`src/rtl/tmr_bus_pkg.sv`:
```
package tmr_bus_pkg;
  localparam int BYTE_W = 8;
  localparam int WORD_W = 2 * BYTE_W;
  localparam int N_WIDE = 4;
  localparam int N_SRC  = 4;
  localparam int ADDR_W = 4;

  localparam logic [ADDR_W-1:0] WIDE_SPAN = ADDR_W'(2 * N_WIDE);
  localparam logic [ADDR_W-1:0] ADR_ENA   = ADDR_W'(8);
  localparam logic [ADDR_W-1:0] ADR_STAT  = ADDR_W'(9);

  // source index -> bit position in the enable/status byte
  function automatic int src_bit(input int s);
    case (s)
      0:       return 0;
      1:       return 1;
      2:       return 2;
      default: return 5;
    endcase
  endfunction

  function automatic logic [BYTE_W-1:0] pack_src(input logic [N_SRC-1:0] v);
    logic [BYTE_W-1:0] b;
    b = '0;
    for (int i = 0; i < N_SRC; i++) b[src_bit(i)] = v[i];
    return b;
  endfunction

  function automatic logic [N_SRC-1:0] unpack_src(input logic [BYTE_W-1:0] b);
    logic [N_SRC-1:0] v;
    for (int i = 0; i < N_SRC; i++) v[i] = b[src_bit(i)];
    return v;
  endfunction
endpackage

```
`src/rtl/tmr_wide_access.sv`:
```
module tmr_wide_access
  import tmr_bus_pkg::*;
#(
  parameter int NW = N_WIDE,
  parameter int BW = BYTE_W
) (
  input  logic              clk,
  input  logic              rst_n,
  input  logic [ADDR_W-1:0] acc_addr,
  input  logic [BW-1:0]     acc_wdata,
  input  logic              acc_rd,
  input  logic              acc_wr,
  input  logic [NW*2*BW-1:0] core_vals,
  output logic [2*BW-1:0]   commit_val,
  output logic [NW-1:0]     commit_load,
  output logic              wide_hit,
  output logic [BW-1:0]     rd_byte
);
  localparam int WW    = 2 * BW;
  localparam int IDX_W = (NW > 1) ? $clog2(NW) : 1;

  logic [BW-1:0]    hold_q;
  logic [IDX_W-1:0] idx;
  logic             hi_sel;
  logic [WW-1:0]    sel_val;
  logic             lo_wr, hi_wr, lo_rd;

  assign wide_hit = acc_addr < ADDR_W'(2 * NW);
  assign idx      = acc_addr[IDX_W:1];
  assign hi_sel   = acc_addr[0];
  assign sel_val  = core_vals[idx*WW +: WW];
  assign lo_wr    = acc_wr && wide_hit && !hi_sel;
  assign hi_wr    = acc_wr && wide_hit &&  hi_sel;
  assign lo_rd    = acc_rd && wide_hit && !hi_sel;
  assign rd_byte  = hi_sel ? hold_q : sel_val[BW-1:0];

  always_ff @(posedge clk) begin
    if (!rst_n) begin
      hold_q      <= '0;
      commit_val  <= '0;
      commit_load <= '0;
    end else begin
      if (hi_wr)      hold_q <= acc_wdata;
      else if (lo_rd) hold_q <= sel_val[WW-1:BW];
      commit_load <= '0;
      if (lo_wr) begin
        commit_load[idx] <= 1'b1;
        commit_val       <= {hold_q, acc_wdata};
      end
    end
  end
endmodule

```
`src/rtl/tmr_irq_flags.sv`:
```
module tmr_irq_flags
  import tmr_bus_pkg::*;
#(
  parameter int NS = N_SRC
) (
  input  logic              clk,
  input  logic              rst_n,
  input  logic [NS-1:0]     ev,
  input  logic [NS-1:0]     ack,
  input  logic              stat_wr,
  input  logic              ena_wr,
  input  logic [BYTE_W-1:0] wbyte,
  output logic [NS-1:0]     stat_q,
  output logic [NS-1:0]     ena_q,
  output logic [NS-1:0]     req
);
  logic [NS-1:0] sw_clr;
  logic [NS-1:0] wr_bits;

  assign wr_bits = unpack_src(wbyte);
  assign sw_clr  = stat_wr ? wr_bits : '0;

  always_ff @(posedge clk) begin
    if (!rst_n) begin
      stat_q <= '0;
      ena_q  <= '0;
    end else begin
      stat_q <= (stat_q & ~(sw_clr | ack)) | ev;
      if (ena_wr) ena_q <= wr_bits;
    end
  end

  assign req = stat_q & ena_q;
endmodule

```
`src/rtl/tmr_bus_if.sv`:
```
module tmr_bus_if
  import tmr_bus_pkg::*;
(
  input  logic                       clk,
  input  logic                       rst_n,
  input  logic [ADDR_W-1:0]          bus_addr,
  input  logic [BYTE_W-1:0]          bus_wdata,
  input  logic                       bus_rd,
  input  logic                       bus_wr,
  output logic [BYTE_W-1:0]          bus_rdata,
  input  logic [N_WIDE*WORD_W-1:0]   wide_rd,
  output logic [WORD_W-1:0]          wide_wval,
  output logic [N_WIDE-1:0]          wide_load,
  input  logic                       ev_ovf,
  input  logic                       ev_cmpa,
  input  logic                       ev_cmpb,
  input  logic                       ev_cap,
  input  logic [N_SRC-1:0]           irq_ack,
  output logic [N_SRC-1:0]           irq_req,
  output logic                       irq_any
);
  logic [N_SRC-1:0]  ev_vec;
  logic [N_SRC-1:0]  flag_vec;
  logic [N_SRC-1:0]  mask_vec;
  logic              wide_hit;
  logic [BYTE_W-1:0] wide_byte;
  logic [BYTE_W-1:0] rd_next;

  assign ev_vec = {ev_cap, ev_cmpb, ev_cmpa, ev_ovf};

  tmr_wide_access u_wide (
    .clk         (clk),
    .rst_n       (rst_n),
    .acc_addr    (bus_addr),
    .acc_wdata   (bus_wdata),
    .acc_rd      (bus_rd),
    .acc_wr      (bus_wr),
    .core_vals   (wide_rd),
    .commit_val  (wide_wval),
    .commit_load (wide_load),
    .wide_hit    (wide_hit),
    .rd_byte     (wide_byte)
  );

  tmr_irq_flags u_flags (
    .clk     (clk),
    .rst_n   (rst_n),
    .ev      (ev_vec),
    .ack     (irq_ack),
    .stat_wr (bus_wr && bus_addr == ADR_STAT),
    .ena_wr  (bus_wr && bus_addr == ADR_ENA),
    .wbyte   (bus_wdata),
    .stat_q  (flag_vec),
    .ena_q   (mask_vec),
    .req     (irq_req)
  );

  always_comb begin
    if (wide_hit)                   rd_next = wide_byte;
    else if (bus_addr == ADR_ENA)   rd_next = pack_src(mask_vec);
    else if (bus_addr == ADR_STAT)  rd_next = pack_src(flag_vec);
    else                            rd_next = '0;
  end

  always_ff @(posedge clk) begin
    if (!rst_n)      bus_rdata <= '0;
    else if (bus_rd) bus_rdata <= rd_next;
  end

  assign irq_any = |irq_req;
endmodule

```
`config.mk`:
```
export PLATFORM = sky130hd
export DESIGN_NAME = tmr_bus_if
export DESIGN_NICKNAME = d
export VERILOG_FILES = /design/src/rtl/tmr_bus_pkg.sv /design/src/rtl/tmr_wide_access.sv /design/src/rtl/tmr_irq_flags.sv /design/src/rtl/tmr_bus_if.sv
export SDC_FILE = /design/constraint.sdc
export NUM_CORES = 1
export LEC_CHECK = 0
export BUFFER_PORTS_ARGS = -buffer_cell sky130_fd_sc_hd__buf_2
export CAP_MARGIN = 10
export CORE_MARGIN = 4
export CORE_UTILIZATION = 30
export CTS_CLUSTER_SIZE = 20
export DETAILED_ROUTE_END_ITERATION = 6
export SETUP_SLACK_MARGIN = 0.02
export SYNTH_ARGS = -nofsm -noshare
export SYNTH_HDL_FRONTEND = slang
export SYNTH_SLANG_ARGS = --single-unit
```
`constraint.sdc`:
```
create_clock -name clk -period 1.5 [get_ports clk]
set_clock_uncertainty 0.15 [all_clocks]
set_input_delay 0 -clock clk [delete_from_list [all_inputs] [get_ports clk]]
set_output_delay 0 -clock clk [all_outputs]
set_load 0.01 [all_outputs]
```
After elaboration in Yosys (flattened, before gate mapping):

Cells that the tools add are included.

* output and inout bits: 33
* bits in registers: 44
* input port bits: 88
* memory bits (read-only): 0
* logic and storage cells: 106
* memories: 0
* latch bits: 0
* bits in writable memories: 0

* bitwise gates (word level): 7
* divide/modulo/power cells: 0
* mux-type cells: 51
* reduce and logical (&&, ||, !) cells: 20
* $add $sub $neg: 0
* multipliers: 0
* shift-type cells: 1
* equal/unequal tests: 2
* $lt $le $gt $ge: 19

Operators by type and width (number)
* $mux W32: 20
* $ge A32 B1 Y1 const B: 8
* $lt A32 B5 Y1 const B: 8
* $shiftx A64 B7 Y16: 1
* $bwmux W8: 6
* $mux W8: 6
* $demux W1 S3: 8
* $and A8 B8 Y8: 2
* $logic_and A1 B1 Y1: 16
* $mux W1: 9
* $and A4 B4 Y4: 2
* $eq A4 B4 Y1 const B: 2
* $or A4 B4 Y4: 2
* $lt A4 B4 Y1 const B: 1
* $mux W4: 1
* $not A4 Y4: 1
* $reduce_or A4 Y1: 1
* $lt A2 B3 Y1 const B: 1
* $demux W1 S2: 1
* $ge A2 B1 Y1 const B: 1
* $reduce_and A2 Y1: 1
* $reduce_bool A2 Y1: 1
* $logic_not A1 Y1: 1

Logic depth before layout (Yosys ltp):

* word-level depth: 15
* depth in mapped cells: 6
* gate-level depth less buffers: 3

Hierarchy:

A second synthesis with hierarchy kept.

* cells, all modules: 217
* area total of the unflattened synthesis: 2366.0 µm²

By module, submodules not included
* tmr_wide_access: area each 1615.3 µm², seq. area each 560.5 µm², times used 1, cells each 141
* tmr_bus_if: area each 417.9 µm², seq. area each 160.2 µm², times used 1, cells each 43
* tmr_irq_flags: area each 332.8 µm², seq. area each 160.2 µm², times used 1, cells each 33

Worst setup path before layout:

OpenSTA, ideal clock, no wires.

* path kind: reg2out
* start point: register u_flags.stat_q[0]
* end point: output port irq_any
* stages on the path, launching flop included: 3
* required time: 1.350 ns
* setup slack: 0.292 ns
* data arrival time: 1.058 ns
* buffers on the path: 0
* cell sequence: dfxtp_1 and2_1 or4_1

* longest elaborated chain between the ends: 2

RTL lines
* from (decl): RTL line tmr_irq_flags.sv:13 `output logic [NS-1:0] stat_q,`
* from (signal assigned): RTL line tmr_irq_flags.sv:28 `stat_q <= (stat_q & ~(sw_clr | ack)) | ev;`
* $and A4 B4 Y4: RTL line tmr_irq_flags.sv:33 `assign req = stat_q & ena_q;`
* named net irq_req[0]: RTL line tmr_bus_if.sv:19 `output logic [N_SRC-1:0] irq_req,`
* $reduce_or A4 Y1: RTL line tmr_bus_if.sv:70 `assign irq_any = |irq_req;`
* to (decl): RTL line tmr_bus_if.sv:20 `output logic irq_any`

The timed path passes the listed nets, and every way through them passes these cells.

Worst setup path after layout:

* start point: register u_flags.stat_q[1]
* end point: output port irq_any

* longest elaborated chain between the ends: 2

RTL lines (RTL line)
* $and A4 B4 Y4: tmr_irq_flags.sv:33
* $reduce_or A4 Y1: tmr_bus_if.sv:70

Every way passes these cells.

==> metrics list <==
- The flow ran to the end, but the final reports show violations.
* Failing checks: negative setup slack
- roughly 120 I/O pins were placed.
- For this design, the sink count on the clock tree is 44.
- The final layout contains 478 nets.
- Placed cell count: 463
- The path class of the tightest hold or removal check is in -> reg.
- Setup repair after global routing could not meet its margin everywhere.
- In this run the remaining antenna-violating nets after routing total 0.
- The detailed router placed about 2400 vias in this run.
- Synthesis produced a netlist with a net count of ~340.
- For this design, the slowest cell found on the critical path is or4_4.
- Gate count after technology mapping: roughly 250
* CTS tree: done
* Clock-pin slew of the registers on the worst-case setup and hold paths: about 90 ps
* Fraction of layout instances using a drive strength above 1: 41.9%
- The worst-case IR drop observed on VDD is 0.000541 V.
- The first global-routing pass estimated ~12000 um of wire.
- In this run the clock root is driven by a clkbuf_8.
* Pre-Repair DR Iteration Count: 4
- Cell type contributing the most total cell area after synthesis: dfxtp_1
- Minimum clock period: around 1600 ps
* Kind of cell adding the most delay to the critical path: simple AND/OR/NAND/NOR gates
* FMAX: 0.626 GHz
- Final hold viol count: 0
* Drt total wl: ~7700 um
- Post-DP HPWL: 5860 um
- Library cells used by synthesis: slightly above 40
* DRC violation count after routing: 0
- Summed over all layers, the global routing overflow is 0.
- Largest net degree at the start of global routing: 32
- Crit path setup slack, layout: -97.0 ps
- Register area share after synthesis: 36.5%
* Mean instance size in the synthesized netlist: 9.72 um^2
- The initial antenna violation count was 2.
* Predominant post-synthesis flop cell: dfxtp_1
- The synthesized netlist occupies a cell area of approximately 2400 um^2.
* Y dimension of the die: 97.7 um
- Area inside the core boundary: slightly below 8000 um^2
- Summed over its instances, the top area cell type makes up between 30% and 40% of the synthesized netlist area.
* Final setup violation count: 1
- The initial utilization of the core area, before any placement, comes to 31.0%.
- Worst-case register-to-register setup slack: around 230 ps
- After the flow finishes, the layout carries non-filler instances totaling between 400 and 500.
- Drt wl/cell: 15.5 um
- After synthesis, the cell types taking the most area are dfxtp_1 (37%), mux4_1 (7.6%), nand2_1 (7.6%).
* Share of synthesized registers carrying an async set or reset: 0%
- For this block, the initial DRC count from the detailed router was 67.
- Sorting the synthesized cells by how often they occur yields nand2_1 (49), dfxtp_1 (44), inv_1 (25), mux2i_1 (15), a21boi_1 (10).
- The most critical setup path has its startpoint at u_flags.stat_q[1].
- Yosys warnings: 0
- In this design, the stage delay of the slowest critical-path cell is about 530 ps.
* Clk buf depth: 2
- The die is 97.7 um wide.
* CP Data Required Time: roughly 1400 ps
- Share of the cycle needed by the critical path after routing: 106%
- Post-synthesis register bit count: 44
- Crit start category: register
- Headroom to the max-slew limit came out at approximately 70%.
* Arrival time at the worst endpoint: approximately 1500 ps
- The critical path ends at irq_any.
* Area growth, synth to finish: 44.2%
* Footprint of the multi-input gates: about 1300 um^2
- Worst-case hold slack: between 6 and 7 ps
- At the end of routability-driven placement, the weighted congestion stood at ~0.77.
* Endpoint type of the worst setup path: primary output
- Pin slew with the least headroom to its limit: about 440 ps
* Via count of the first global-routing pass: 2500
* Drt via density: a little under 5
- Pwr dens: 784 nW/um^2
* Max-slew violation count: 0
- The analysis attributes to cell leakage a power of around 1.6 nW.
- The synthesized design contains 0 enable-type register cells.
* Filler Cell Count: 789
* Number of cells on the critical path: 3
* Max Cap Violations: 0
- The later pin in the worst-skew pair is clocked with a latency of about 300 ps.
* Critical Path, Cell by Cell: and2_4 > or4_4 > buf_6
- For the worst flop-to-flop path, the logic depth is 4.
* Die footprint: 9540 um^2
- Of all nets on the critical path, the largest fanout is 2.
- Sequential Area: approximately 900 um^2
* Launch point of the worst reg-to-reg path: u_flags.stat_q[1]
- All-layer global routing usage: between 10% and 20%
* CTS Buf Count: 5
- Port buffering added 120 buffers.
* Worst Path Class, Setup: reg -> out
- Buffers and inverters on the worst path: 1
- The H-tree was split into 2 levels.
- In the post-synthesis netlist, the cell with the most instances is nand2_1.
- Number of placement rows: 32
- Endpoint of the worst-slack reg-to-reg timing path: bus_rdata[1]
metrics by stage:
stage | TNS [ps] | power, mW | util [%] | area (um^2) | worst slack, ps
6_report | -97.0 | 2.73 | 44.7 | 3480 | -97.0
5_1_grt | -114 | 2.84 | 44.7 | 3470 | -114
4_1_cts | -96.3 | 2.76 | 44.7 | 3470 | -96.3
3_5_place_dp | -13.3 | 1.74 | 40.1 | 3120 | -13.3
3_3_place_gp | 0 | 1.73 | 40.1 | 3120 | 27.2
2_1_floorplan | 0 | 1.53 | - | 2410 | 292
cells by family after synthesis:
family / share of synthesized area [%]
multiplexers: 19.5
flip-flops: 36.5
AND/OR/NAND/NOR: 16.6
buffers and inverters: 9.60
AO/OA/AOI/OAI: 17.8
power by group:
part           switching (mW)  total, mW  internal (mW)
Combinational           0.224      0.514          0.290
Clock                   0.424      0.969          0.545
Sequential             0.0291       1.24           1.21
Total                   0.677       2.73           2.05
worst register-to-register path, delay by kind of cell, from the launching register on:
kind | cells | cell delay (ps)
AO/OA/AOI/OAI | 2 | 350
flip-flops | 1 | 330
multiplexers | 1 | 200
buffers and inverters | 1 | 130
how the worst min path moves through the flow:
stage                                   end  cells past startpoint          from  slack [ps]
after floorplan            u_wide.hold_q[0]                      2  bus_wdata[0]         -30
after global placement    u_flags.stat_q[3]                      2        ev_cap          60
after detailed placement  u_flags.stat_q[1]                      2       ev_cmpa          60
after CTS                      bus_rdata[4]                      4   wide_rd[20]           3
after global routing           bus_rdata[6]                      4   wide_rd[38]          20
final                          bus_rdata[4]                      4   wide_rd[20]           7
placed cells by master, fill, tap and decap left out, types with 3 or more instances in the layout:
master / count
clkbuf_8: 6
inv_1: 25
a311oi_1: 4
mux4_1: 7
a22oi_1: 5
o211ai_1: 3
o21ai_1: 3
mux4_2: 5
buf_4: 12
a21boi_1: 10
o21a_1: 4
nand2_1: 49
o22ai_1: 3
buf_2: 119
dfxtp_2: 4
dfxtp_1: 40
or3b_1: 4
nor2_1: 3
nor2b_1: 3
nand3b_1: 3
o221a_2: 3
o221ai_1: 8
a21boi_0: 6
mux2i_1: 15
dlygate4sd3_1: 20
sequential cells by signal (all words and copies together) (netlist names):
register,count
u_flags.ena_q,4
u_wide.hold_q,8
bus_rdata,8
u_wide.commit_val,16
u_flags.stat_q,4
u_wide.commit_load,4
area by class of cell:
cell class	count	share of cell area [%]
multi-input combinational	160	37.6
clock buffer	6	2.38
clock inverter	2	1.12
antenna	1	0.0720
tap	102	3.67
sequential	44	25.5
timing repair buffer	154	27.0
inverter	25	2.70
routing by layer:
| layer | vias up | GRT usage (%) | wire (um) |
|---|---|---|---|
| met5 | - | 0 | 26 |
| met4 | 4 | 3.19 | 61 |
| met3 | 11 | 5.24 | 583 |
| met2 | 78 | 28.1 | 3780 |
| met1 | 1132 | 19.8 | 3230 |
| li1 | 1168 | - | - |
what timing repair did:
| item | in CTS | in global routing |
|---|---|---|
| hold buffers | 20 | 0 |
| resized for setup | 6 | 2 |
| pin swaps | 1 | 0 |
| buffers inserted | 2 | 0 |
| hold endpoints to repair | 30 | 0 |
| setup endpoints to repair | 1 | 1 |
(Power assumes the default switching activity.)
